[src/rtl/pg_ecc_pkg.sv]
package pg_ecc_pkg;

    localparam int CODE_W = 24;

    typedef enum logic [1:0] {
        CHK_CLEAN = 2'd0,
        CHK_FIXED = 2'd1,
        CHK_CODE  = 2'd2,
        CHK_FAIL  = 2'd3
    } chk_res_e;

    typedef enum logic [2:0] {
        ST_IDLE      = 3'd0,
        ST_SPARE_IN  = 3'd1,
        ST_DATA      = 3'd2,
        ST_CHECK     = 3'd3,
        ST_DRAIN     = 3'd4,
        ST_SPARE_OUT = 3'd5
    } eng_st_e;

endpackage

[src/rtl/pg_ecc_acc.sv]
// Running line/column parity over one chunk; code reflects bytes seen since clr.
module pg_ecc_acc import pg_ecc_pkg::*; #(
    parameter int CHUNK_BYTES = 256
) (
    input  logic                           clk,
    input  logic                           rst_n,
    input  logic                           clr,
    input  logic                           en,
    input  logic [$clog2(CHUNK_BYTES)-1:0] idx,
    input  logic [7:0]                     data,
    output logic [CODE_W-1:0]              code
);
    localparam int IDX_W  = $clog2(CHUNK_BYTES);
    localparam int LINE_W = 2 * IDX_W;
    localparam int PAD_W  = CODE_W - LINE_W - 6;

    typedef struct packed {
        logic [7:0]        col;
        logic [LINE_W-1:0] line;
    } acc_t;

    acc_t acc_q, acc_d;
    logic bpar;
    logic [5:0] colp;

    always_comb begin
        acc_d = acc_q;
        bpar  = ^data;
        if (clr) begin
            acc_d = '0;
        end else if (en) begin
            acc_d.col = acc_q.col ^ data;
            for (int j = 0; j < IDX_W; j++) begin
                if (idx[j]) acc_d.line[2*j+1] = acc_q.line[2*j+1] ^ bpar;
                else        acc_d.line[2*j]   = acc_q.line[2*j]   ^ bpar;
            end
        end
    end

    always_ff @(posedge clk or negedge rst_n) begin
        if (!rst_n) acc_q <= '0;
        else        acc_q <= acc_d;
    end

    always_comb begin
        colp = '0;
        for (int k = 0; k < 3; k++) begin
            for (int n = 0; n < 8; n++) begin
                if (n[k]) colp[2*k+1] = colp[2*k+1] ^ acc_q.col[n];
                else      colp[2*k]   = colp[2*k]   ^ acc_q.col[n];
            end
        end
    end

    assign code = {{PAD_W{1'b1}}, colp, acc_q.line};

endmodule

[src/rtl/pg_ecc_syn.sv]
// Syndrome classification and error location.
module pg_ecc_syn import pg_ecc_pkg::*; #(
    parameter int IDX_W = 8
) (
    input  logic [CODE_W-1:0] stored,
    input  logic [CODE_W-1:0] calc,
    output chk_res_e          result,
    output logic [IDX_W-1:0]  loc_byte,
    output logic [2:0]        loc_bit
);
    localparam int LINE_W = 2 * IDX_W;
    localparam int NPAIR  = IDX_W + 3;
    localparam int USED   = 2 * NPAIR;

    logic [CODE_W-1:0] syn;
    logic              pairs_split;
    logic              pad_clear;

    always_comb begin
        syn         = stored ^ calc;
        pairs_split = 1'b1;
        for (int j = 0; j < NPAIR; j++) begin
            if (syn[2*j] == syn[2*j+1]) pairs_split = 1'b0;
        end
        pad_clear = (syn[CODE_W-1:USED] == '0);
        for (int j = 0; j < IDX_W; j++) loc_byte[j] = syn[2*j+1];
        for (int k = 0; k < 3; k++)     loc_bit[k]  = syn[LINE_W+2*k+1];
        if (syn == '0)                       result = CHK_CLEAN;
        else if (pairs_split && pad_clear)   result = CHK_FIXED;
        else if ($countones(syn) == 1)       result = CHK_CODE;
        else                                 result = CHK_FAIL;
    end

endmodule

[src/rtl/pg_ecc_buf.sv]
// Chunk holding buffer with a write port, a single-bit flip port and a read port.
module pg_ecc_buf #(
    parameter int DEPTH = 256
) (
    input  logic                     clk,
    input  logic                     we,
    input  logic [$clog2(DEPTH)-1:0] waddr,
    input  logic [7:0]               wdata,
    input  logic                     flip,
    input  logic [$clog2(DEPTH)-1:0] faddr,
    input  logic [7:0]               fmask,
    input  logic [$clog2(DEPTH)-1:0] raddr,
    output logic [7:0]               rdata
);
    logic [7:0] mem [DEPTH];

    always_ff @(posedge clk) begin
        if (we)        mem[waddr] <= wdata;
        else if (flip) mem[faddr] <= mem[faddr] ^ fmask;
    end

    assign rdata = mem[raddr];

endmodule

[src/rtl/pg_ecc_engine.sv]
module pg_ecc_engine import pg_ecc_pkg::*; #(
    parameter int PAGE_BYTES  = 2048,
    parameter int CHUNK_BYTES = 256,
    parameter int SPARE_BYTES = 64
) (
    input  logic                                       clk,
    input  logic                                       rst_n,
    input  logic                                       page_start,
    input  logic                                       start_decode,
    input  logic                                       in_valid,
    input  logic [7:0]                                 in_data,
    output logic                                       in_ready,
    output logic                                       dout_valid,
    output logic [7:0]                                 dout_data,
    output logic [$clog2(PAGE_BYTES/CHUNK_BYTES)-1:0]  dout_chunk,
    output logic [$clog2(CHUNK_BYTES)-1:0]             dout_pos,
    output logic                                       chk_valid,
    output logic [1:0]                                 chk_result,
    output logic [$clog2(PAGE_BYTES/CHUNK_BYTES)-1:0]  chk_chunk,
    output logic                                       spare_valid,
    output logic [7:0]                                 spare_data,
    output logic [$clog2(SPARE_BYTES)-1:0]             spare_idx,
    output logic                                       page_done,
    output logic                                       page_fail
);
    localparam int CHUNKS   = PAGE_BYTES / CHUNK_BYTES;
    localparam int IDX_W    = $clog2(CHUNK_BYTES);
    localparam int CHUNK_W  = $clog2(CHUNKS);
    localparam int SPARE_W  = $clog2(SPARE_BYTES);
    localparam int ECC_BASE = SPARE_BYTES - 3 * CHUNKS;

    localparam logic [IDX_W-1:0]   POS_LAST   = IDX_W'(CHUNK_BYTES - 1);
    localparam logic [CHUNK_W-1:0] CHUNK_LAST = CHUNK_W'(CHUNKS - 1);
    localparam logic [SPARE_W-1:0] SP_LAST    = SPARE_W'(SPARE_BYTES - 1);
    localparam logic [SPARE_W-1:0] SP_BASE    = SPARE_W'(ECC_BASE);

    typedef struct packed {
        eng_st_e                        st;
        logic                           dec;
        logic [IDX_W-1:0]               pos;
        logic [CHUNK_W-1:0]             chunk;
        logic [SPARE_W-1:0]             sp;
        logic [CHUNK_W-1:0]             slot;
        logic [1:0]                     lane;
        logic [CHUNKS-1:0][CODE_W-1:0]  code;
        logic                           fail;
        logic                           done;
    } eng_t;

    eng_t q, d;

    logic              take;
    logic              acc_clr, acc_en;
    logic              buf_we, buf_flip;
    logic [CODE_W-1:0] acc_code;
    chk_res_e          syn_res;
    logic [IDX_W-1:0]  loc_byte;
    logic [2:0]        loc_bit;
    logic [7:0]        buf_rdata;
    logic [7:0]        sp_byte;

    pg_ecc_acc #(.CHUNK_BYTES(CHUNK_BYTES)) u_acc (
        .clk   (clk),
        .rst_n (rst_n),
        .clr   (acc_clr),
        .en    (acc_en),
        .idx   (q.pos),
        .data  (in_data),
        .code  (acc_code)
    );

    pg_ecc_syn #(.IDX_W(IDX_W)) u_syn (
        .stored   (q.code[q.chunk]),
        .calc     (acc_code),
        .result   (syn_res),
        .loc_byte (loc_byte),
        .loc_bit  (loc_bit)
    );

    pg_ecc_buf #(.DEPTH(CHUNK_BYTES)) u_buf (
        .clk   (clk),
        .we    (buf_we),
        .waddr (q.pos),
        .wdata (in_data),
        .flip  (buf_flip),
        .faddr (loc_byte),
        .fmask (8'b1 << loc_bit),
        .raddr (q.pos),
        .rdata (buf_rdata)
    );

    assign in_ready = (q.st == ST_SPARE_IN) || (q.st == ST_DATA);
    assign take     = in_valid && in_ready;

    always_comb begin
        d        = q;
        d.done   = 1'b0;
        acc_clr  = 1'b0;
        acc_en   = 1'b0;
        buf_we   = 1'b0;
        buf_flip = 1'b0;
        unique case (q.st)
            ST_IDLE: begin
                if (page_start) begin
                    d.st    = start_decode ? ST_SPARE_IN : ST_DATA;
                    d.dec   = start_decode;
                    d.pos   = '0;
                    d.chunk = '0;
                    d.sp    = '0;
                    d.slot  = '0;
                    d.lane  = '0;
                    d.fail  = 1'b0;
                    acc_clr = 1'b1;
                end
            end
            ST_SPARE_IN: begin
                if (take) begin
                    if (q.sp >= SP_BASE) begin
                        unique case (q.lane)
                            2'd0:    d.code[q.slot][15:8]  = in_data;
                            2'd1:    d.code[q.slot][7:0]   = in_data;
                            default: d.code[q.slot][23:16] = in_data;
                        endcase
                        if (q.lane == 2'd2) begin
                            d.lane = '0;
                            d.slot = q.slot + 1'b1;
                        end else begin
                            d.lane = q.lane + 1'b1;
                        end
                    end
                    d.sp = q.sp + 1'b1;
                    if (q.sp == SP_LAST) d.st = ST_DATA;
                end
            end
            ST_DATA: begin
                if (take) begin
                    acc_en = 1'b1;
                    buf_we = q.dec;
                    d.pos  = q.pos + 1'b1;
                    if (q.pos == POS_LAST) d.st = ST_CHECK;
                end
            end
            ST_CHECK: begin
                acc_clr = 1'b1;
                if (q.dec) begin
                    buf_flip = (syn_res == CHK_FIXED);
                    if (syn_res == CHK_FAIL) d.fail = 1'b1;
                    d.st = ST_DRAIN;
                end else begin
                    d.code[q.chunk] = acc_code;
                    if (q.chunk == CHUNK_LAST) begin
                        d.st   = ST_SPARE_OUT;
                        d.sp   = '0;
                        d.slot = '0;
                        d.lane = '0;
                    end else begin
                        d.chunk = q.chunk + 1'b1;
                        d.st    = ST_DATA;
                    end
                end
            end
            ST_DRAIN: begin
                d.pos = q.pos + 1'b1;
                if (q.pos == POS_LAST) begin
                    if (q.chunk == CHUNK_LAST) begin
                        d.st   = ST_IDLE;
                        d.done = 1'b1;
                    end else begin
                        d.chunk = q.chunk + 1'b1;
                        d.st    = ST_DATA;
                    end
                end
            end
            ST_SPARE_OUT: begin
                if (q.sp >= SP_BASE) begin
                    if (q.lane == 2'd2) begin
                        d.lane = '0;
                        d.slot = q.slot + 1'b1;
                    end else begin
                        d.lane = q.lane + 1'b1;
                    end
                end
                d.sp = q.sp + 1'b1;
                if (q.sp == SP_LAST) begin
                    d.st   = ST_IDLE;
                    d.done = 1'b1;
                end
            end
            default: d.st = ST_IDLE;
        endcase
    end

    always_ff @(posedge clk or negedge rst_n) begin
        if (!rst_n) q <= '0;
        else        q <= d;
    end

    always_comb begin
        sp_byte = 8'hFF;
        if (q.sp >= SP_BASE) begin
            unique case (q.lane)
                2'd0:    sp_byte = q.code[q.slot][15:8];
                2'd1:    sp_byte = q.code[q.slot][7:0];
                default: sp_byte = q.code[q.slot][23:16];
            endcase
        end
    end

    assign dout_valid  = (q.st == ST_DRAIN);
    assign dout_data   = buf_rdata;
    assign dout_chunk  = q.chunk;
    assign dout_pos    = q.pos;
    assign chk_valid   = (q.st == ST_CHECK) && q.dec;
    assign chk_result  = syn_res;
    assign chk_chunk   = q.chunk;
    assign spare_valid = (q.st == ST_SPARE_OUT);
    assign spare_data  = sp_byte;
    assign spare_idx   = q.sp;
    assign page_done   = q.done;
    assign page_fail   = q.fail;

endmodule

[config.mk]
export PLATFORM = sky130hd
export DESIGN_NAME = pg_ecc_engine
export DESIGN_NICKNAME = d
export VERILOG_FILES = /design/src/rtl/pg_ecc_pkg.sv /design/src/rtl/pg_ecc_acc.sv /design/src/rtl/pg_ecc_syn.sv /design/src/rtl/pg_ecc_buf.sv /design/src/rtl/pg_ecc_engine.sv
export SDC_FILE = /design/constraint.sdc
export NUM_CORES = 2
export LEC_CHECK = 0
export BUFFER_PORTS_ARGS = -buffer_cell sky130_fd_sc_hd__buf_2
export CAP_MARGIN = 20
export CORE_MARGIN = 5
export CORE_UTILIZATION = 65
export DETAILED_ROUTE_END_ITERATION = 12
export PLACE_DENSITY_LB_ADDON = 0.15
export SKIP_CTS_REPAIR_TIMING = 1
export SYNTH_ARGS = -nofsm -noshare
export SYNTH_HDL_FRONTEND = slang
export SYNTH_SLANG_ARGS = --single-unit
[constraint.sdc]
create_clock -name clk -period 21.9 [get_ports clk]
set_input_delay 1.095 -clock clk [delete_from_list [all_inputs] [get_ports clk]]
set_output_delay 1.095 -clock clk [all_outputs]
set_load 0.05 [all_outputs]
**Word-level counts from Yosys, hierarchy flattened**

Memories as Yosys holds them, arrays and structs flattened.
Cells that the tools add are included.

- Flip-flop bits (word level): 244
- Input port bits: 13
- Bits in writable memories: 2048
- Output and inout bits: 44
- Memories kept: 1
- Word-level logic and storage cells: 301

- Magnitude comparators: 5
- Equality and inequality tests: 45
- Multiplexer cells: 101
- $add $sub $neg: 28
- Reductions and logical operators: 50
- Bitwise operators: 36
- Shifts and indexed selects: 1

Memories:

| name | depth | bits a word | rd ports | clocked after Yosys merged registers in | wr ports | line | text |
|---|---|---|---|---|---|---|---|
| u_buf.mem | 256 | 8 | 2 | 0 | 1 | pg_ecc_buf.sv:15 | `logic [7:0] mem [DEPTH];` |

Operators with widths:

| operator | count |
|---|---|
| 192-bit bitwise mux | 4 |
| 192-bit case mux with 2 select lines | 2 |
| 32-bit adder | 11 |
| 24-bit demux with 3-bit select | 4 |
| 206-bit 2-to-1 mux | 1 |
| 203-bit 2-to-1 mux | 1 |
| 197-bit 2-to-1 mux | 1 |
| 24-bit binary-select mux with 3-bit select | 2 |
| 24-bit 2-to-1 mux | 6 |
| 1-bit 2-to-1 mux | 47 |
| 11-bit case mux with 4 select lines | 1 |
| 8-bit 2-to-1 mux | 5 |
| 2-bit AND reduction | 17 |
| 3-bit 2-to-1 mux | 11 |
| 1-bit bitwise XOR | 33 |
| 32-bit by 2-bit equality test with 1-bit output (second input constant) | 1 |
| 2-bit by 1-bit inequality test with 1-bit output (second input constant) | 14 |
| 26-bit 2-to-1 mux | 1 |
| 1-bit by 1-bit adder with 2-bit output | 12 |
| 24-bit logical NOT | 1 |
| 8-bit case mux with 3 select lines | 1 |
| 24-bit bitwise XOR | 1 |
| 2-bit nonzero test | 11 |
| 3-bit case mux with 6 select lines | 1 |
| 37 further kinds | 77 |

**Longest topological paths before layout**

- Word-level depth: 27
- Gate-level depth with buffers: 28
- Depth with buffers taken out: 23

**By module**

From an unflattened synthesis, not the netlist that was laid out.

- Cells, all modules: 6385
- Area, all modules: 112233.9 um^2

Modules (own cells, without submodules):

| module | times used | cells each | seq. area each (um^2) | area each (um^2) |
|---|---|---|---|---|
| pg_ecc_buf | 1 | 4667 | 61499.0 | 95497.8 |
| pg_ecc_engine | 1 | 1430 | 5505.3 | 14131.1 |
| pg_ecc_acc | 1 | 159 | 600.6 | 1423.9 |
| pg_ecc_syn | 1 | 129 | 0.0 | 1181.1 |

**Worst setup path after synthesis**

Ideal clock, no wire load.

- Path kind: register to register
- From: reg q, in the netlist chk_chunk[2]
- To: mem u_buf.mem[0][5], data pin
- Data required time: 20.446 ns
- Data arrival time: 10.380 ns
- Library setup time: 1.454 ns
- Path slack: 10.066 ns
- Path buffers: 9
- Cell stages (with the launch flop): 21
- Period minus slack after synthesis: 11.834 ns
- Path through: dfrtp_1 -> buf_4 -> mux2_2 -> o2bb2ai_1 -> a221o_1 -> xor2_2 -> buf_4 -> buf_2 -> buf_2 -> buf_2 -> ha_1 -> ha_1 -> nand4_1 -> nor2_1 -> nand4_1 -> or3_1 -> clkbuf_1 -> clkbuf_1 -> clkbuf_1 -> clkbuf_1 -> o21ai_1

- Word-level cells in the longest chain between the ends: 26
- Elaborated cells on any way between the ends: 66
- Those cells by class: 23 x add/sub; 13 x eq/ne; 1 x shift; 22 x mux; 2 x bitwise; 4 x reduce/logical; 1 x memory

Ends and longest elaborated chain:

| element | line | text |
|---|---|---|
| start: declaration | pg_ecc_engine.sv:50 | `eng_t q, d;` |
| start signal: assignment | pg_ecc_engine.sv:194 | `if (!rst_n) q <= '0;` |
| start signal: assignment | pg_ecc_engine.sv:195 | `else q <= d;` |
| 24-bit binary-select mux with 3-bit select * | pg_ecc_engine.sv:73 | `.stored (q.code[q.chunk]),` |
| 24-bit 2-to-1 mux (implied by the code) * | pg_ecc_engine.sv:73 |  |
| 24-bit bitwise XOR * | pg_ecc_syn.sv:20 | `syn = stored ^ calc;` |
| parallel branches: the longest is 22 deep, another holds 32-bit adder | - |  |
| 8-bit 2-to-1 mux (no source line) * | - |  |
| end: declaration | pg_ecc_buf.sv:15 |  |

Every way passes the cells marked *. The select of a mux whose other input is x is not followed.

**Worst setup path after layout**

- From: reg q, in the netlist chk_chunk[2]
- To: out chk_result[0]

- Word-level cells in the longest chain between the ends: 18
- Elaborated cells on any way between the ends: 55
- Those cells by class: 23 x add/sub; 12 x eq/ne; 16 x mux; 1 x bitwise; 3 x reduce/logical

Ends and longest elaborated chain:

| element | line | text |
|---|---|---|
| 24-bit binary-select mux with 3-bit select * | pg_ecc_engine.sv:73 |  |
| 24-bit 2-to-1 mux (implied by the code) * | pg_ecc_engine.sv:73 |  |
| 24-bit bitwise XOR * | pg_ecc_syn.sv:20 |  |
| parallel branches: the longest is 14 deep, another holds 32-bit adder | - |  |
| 2-bit 2-to-1 mux * | pg_ecc_syn.sv:28 | `if (syn == '0) result = CHK_CLEAN;` |
| end: declaration | pg_ecc_engine.sv:18 | `output logic [1:0] chk_result,` |

Marked as above.

==> load_flow_metrics.sql <==
INSERT INTO impl_metrics (metric_group, metric, value, unit) VALUES
('outcome', 'status', 'finished clean', ''),
('place', 'preCtsSetupSlack', '12.96', 'ns'),
('logic_synthesis', 'top_cell_type_by_total_area_after_synthesis', 'sky130_fd_sc_hd__edfxtp_1', ''),
('floorplanning', 'coreArea', '171000', 'µm²'),
('timing', 'layout_min_cycle_time', '9.93', 'ns'),
('logic_synthesis', 'ys.flop_type', 'sky130_fd_sc_hd__edfxtp_1', ''),
('logic_synthesis', 'seq_area_frac_synth', '60.7', '%'),
('place', 'io_buffer_count', '56', ''),
('logic_synthesis', 'synth_commonest_cells', 'sky130_fd_sc_hd__edfxtp_1, sky130_fd_sc_hd__mux4_2, sky130_fd_sc_hd__nand2_1, sky130_fd_sc_hd__clkbuf_1, sky130_fd_sc_hd__nor2_1', ''),
('timing', 'finalHoldViolations', '0', ''),
('global_route', 'antenna_found_initial', '20', ''),
('global_route', 'grt_pass1_vias', '70600', ''),
('global_route', 'grt_first_pass_wirelength', '525000', 'µm'),
('place', 'postPlaceCellArea', '114000', 'µm²'),
('global_route', 'grt_max_degree', '129', ''),
('floorplanning', 'height_of_the_die', '424', 'µm'),
('logic_synthesis', 'syn_area', '111000', 'µm²'),
('pwr', 'total_switching_power', '6.59', 'mW'),
('route', 'detail_route.drc_violations', '0', ''),
('setup_path', 'worst_setup_path_start_kind', 'flop', ''),
('route', 'topRoutingLayerUsed', 'met5', ''),
('route', 'dr.first_iter.drc_count', '14900', ''),
('clocking', 'tritoncts', 'done', ''),
('route', 'routed-via-count', '73800', ''),
('clocking', 'cts_max_path_buffers', '3', ''),
('place', 'gp_congestion', '0.963', ''),
('route', 'firstDrtPassIters', '10', ''),
('setup_path', 'cp_data_arrival_time', '8.84', 'ns'),
('global_route', 'gr-usage-all-layers', '41.3', '%'),
('place', 'dp.cells', '8626', ''),
('setup_path', 'timing.critical_path.required', '20.81', 'ns'),
('place', 'place.detailed.hpwl', '235000', 'µm'),
('route', 'vias_per_cell', '8.12', ''),
('cells_and_area', 'finish.instance_area', '122000', 'µm²'),
('pwr', 'leakage', '37.4', 'nW'),
('setup_path', 'slowest_stage', 'sky130_fd_sc_hd__and2_1', ''),
('logic_synthesis', 'synth_cell_types', '84', ''),
('logic_synthesis', 'yosysWarningCount', '0', ''),
('floorplanning', 'rows', '152', ''),
('logic_synthesis', 'yosys.area.top_type_share', '55.2', '%'),
('clocking', 'cts.reportedPaths.clkPinSlew', '0.06', 'ns'),
('route', 'route.met2.wl', '162000', 'µm'),
('cells_and_area', 'layout.core_utilization', '71.2', '%'),
('logic_synthesis', 'mappedNetlistNets', '6783', ''),
('logic_synthesis', 'async_flop_share', '10.6', '%'),
('floorplanning', 'number_of_ports_placed_on_the_die_boundary', '57', ''),
('cells_and_area', 'layout-drive-gt1-share', '26.9', '%'),
('logic_synthesis', 'yosys_register_bits', '2292', ''),
('route', 'wire_per_inst', '40.9', 'µm'),
('clocking', 'tritoncts.num_buffers', '226', ''),
('route', 'drt-met1-wl', '120000', 'µm'),
('timing', 'worst_slack', '11.97', 'ns'),
('pwr', 'power.density_cell_area', '135', 'nW/µm²'),
('timing', 'timing.final.crit_share', '45.4', '%'),
('timing', 'fmax', '0.101', 'GHz'),
('setup_path', 'path_cells', 'buf_4 -> nor2b_1 -> and2_1 -> a22oi_1 -> and4_1 -> xnor2_1 -> buf_4 -> ha_1 -> fa_1 -> fa_1 -> inv_1 -> fa_1 -> fa_1 -> fa_1 -> inv_1 -> ha_1 -> inv_1 -> fa_1 -> a2111oi_0 -> a21oi_1 -> nor4_1 -> a21oi_1 -> buf_2', ''),
('floorplanning', 'floorplan.initialDensity', '65.1', '%'),
('timing', 'worst-slew-pin-transition', '1.34', 'ns'),
('clocking', 'cts_root_buffer', 'sky130_fd_sc_hd__clkbuf_16', ''),
('pwr', 'comb_power_share', '45.4', '%'),
('logic_synthesis', 'post_synth_edffs', '2048', ''),
('cells_and_area', 'n_fill_cell', '10500', ''),
('route', 'ant_nets', '0', ''),
('floorplanning', 'die_area', '180000', 'µm²'),
('setup_path', 'setup.worst_path.end_class', 'output pin', ''),
('timing', 'rsz0062_at_grt', 'no', ''),
('logic_synthesis', 'ys_top_cells_by_area', 'sky130_fd_sc_hd__edfxtp_1, sky130_fd_sc_hd__mux4_2, sky130_fd_sc_hd__dfrtp_1', ''),
('hold_path', 'class_of_the_tightest_hold_or_removal_check', 'input port to async pin', ''),
('route', 'drt-total-wl', '371000', 'µm'),
('setup_path', 'cp_max_fo', '32', ''),
('pwr', 'sequentialPowerShare', '30.0', '%');
-- routing by layer --
layer,global-route usage (%),up-vias
met3,15.5,1417
met1,55.2,37300
met5,0,-
li1,-,27700
met4,23.5,14
met2,59.1,7349
-- cell families (layout without fill, tap and decap cells) --
family,count (synthesis),count (layout),share of synthesized area [%]
other,0,17,0
flip-flops,2292,2292,60.7
AO/OA/AOI/OAI,1102,1102,7.03
adder cells (fa/ha/maj),59,59,0.790
AND/OR/NAND/NOR,1278,1278,5.09
multiplexers,1234,1234,23.1
buffers and inverters,678,803,2.77
XOR/XNOR,68,68,0.541
-- layout by cell type (no fill, tap or decap), drive strengths merged, types with 132 or more instances in the layout --
master / synthesis / final
edfxtp: 2048 / 2048
mux4: 1070 / 1070
nand2: 560 / 560
nor2: 354 / 354
buf: 229 / 302
clkbuf: 370 / 268
a22oi: 264 / 264
o21ai: 254 / 254
dfrtp: 244 / 244
mux2i: 154 / 154
a32oi: 152 / 152
nand3: 132 / 132
-- path summary, 6_finish.rpt --
check | from | end | slack [ns] | cells past startpoint
max | chk_chunk[2] | chk_result[0] | 11.97 | 23
max in group asynchronous | rst_n | dout_pos[5] | 20.18 | 2
min reg2reg | q[10] | q[10] | 0.51 | 2
min in group clk | q[10] | q[10] | 0.51 | 2
max reg2reg | chk_chunk[1] | u_buf.mem[124][3] | 12.68 | 18
min | rst_n | spare_idx[2] | 0.22 | 1
-- state kept, by name (all words and copies together), names as in the netlist --
| register | count |
|---|---|
| u_buf.mem | 2048 |
| q | 201 |
| u_acc.code | 16 |
| dout_pos | 8 |
| u_acc.acc_q | 8 |
| spare_idx | 6 |
| chk_chunk | 3 |
| page_done | 1 |
| page_fail | 1 |
-- power by group through the flow --
| stage | logic [mW] | clock network, mW | registers, mW |
|---|---|---|---|
| floorplan | 4.65 | 0 | 4.95 |
| global placement | 7.26 | 0 | 5.01 |
| detailed placement | 7.24 | 0 | 5.01 |
| CTS | 7.27 | 4.02 | 4.92 |
| global route | 7.80 | 4.23 | 4.93 |
| finish | 7.46 | 4.03 | 4.92 |
-- critical path: cells and delay by family (launching register included) --
family                     cells  cell delay (ns)
and+or+nand+nor                4             2.08
xor gates and xnor gates       1             0.13
adders and majority gates      8             3.44
AOI/OAI and AO/OA              4             0.87
buffers and inverters          6             1.10
DFF                            1             0.32
-- cell type report --
type                       count  area [µm²]  share of cell area, %
sequential                  2292       67600                   55.5
multi-input combinational   3741       41200                   33.8
clock buffer                 267        5950                   4.88
tap                         2233        2790                   2.29
timing repair buffer         303        2440                   2.00
clock inverter               154        1620                   1.33
inverter                      79         300                  0.246
antenna                       17        42.5                 0.0349
-- metrics by stage --
stage,power [mW],hold slack [ns]
after floorplan,9.61,0.464
after global placement,12.3,0.487
after detailed placement,12.3,0.498
after CTS,16.2,0.273
after global routing,17.0,0.334
final,16.4,0.218
Power figures use the tool's default switching activity.
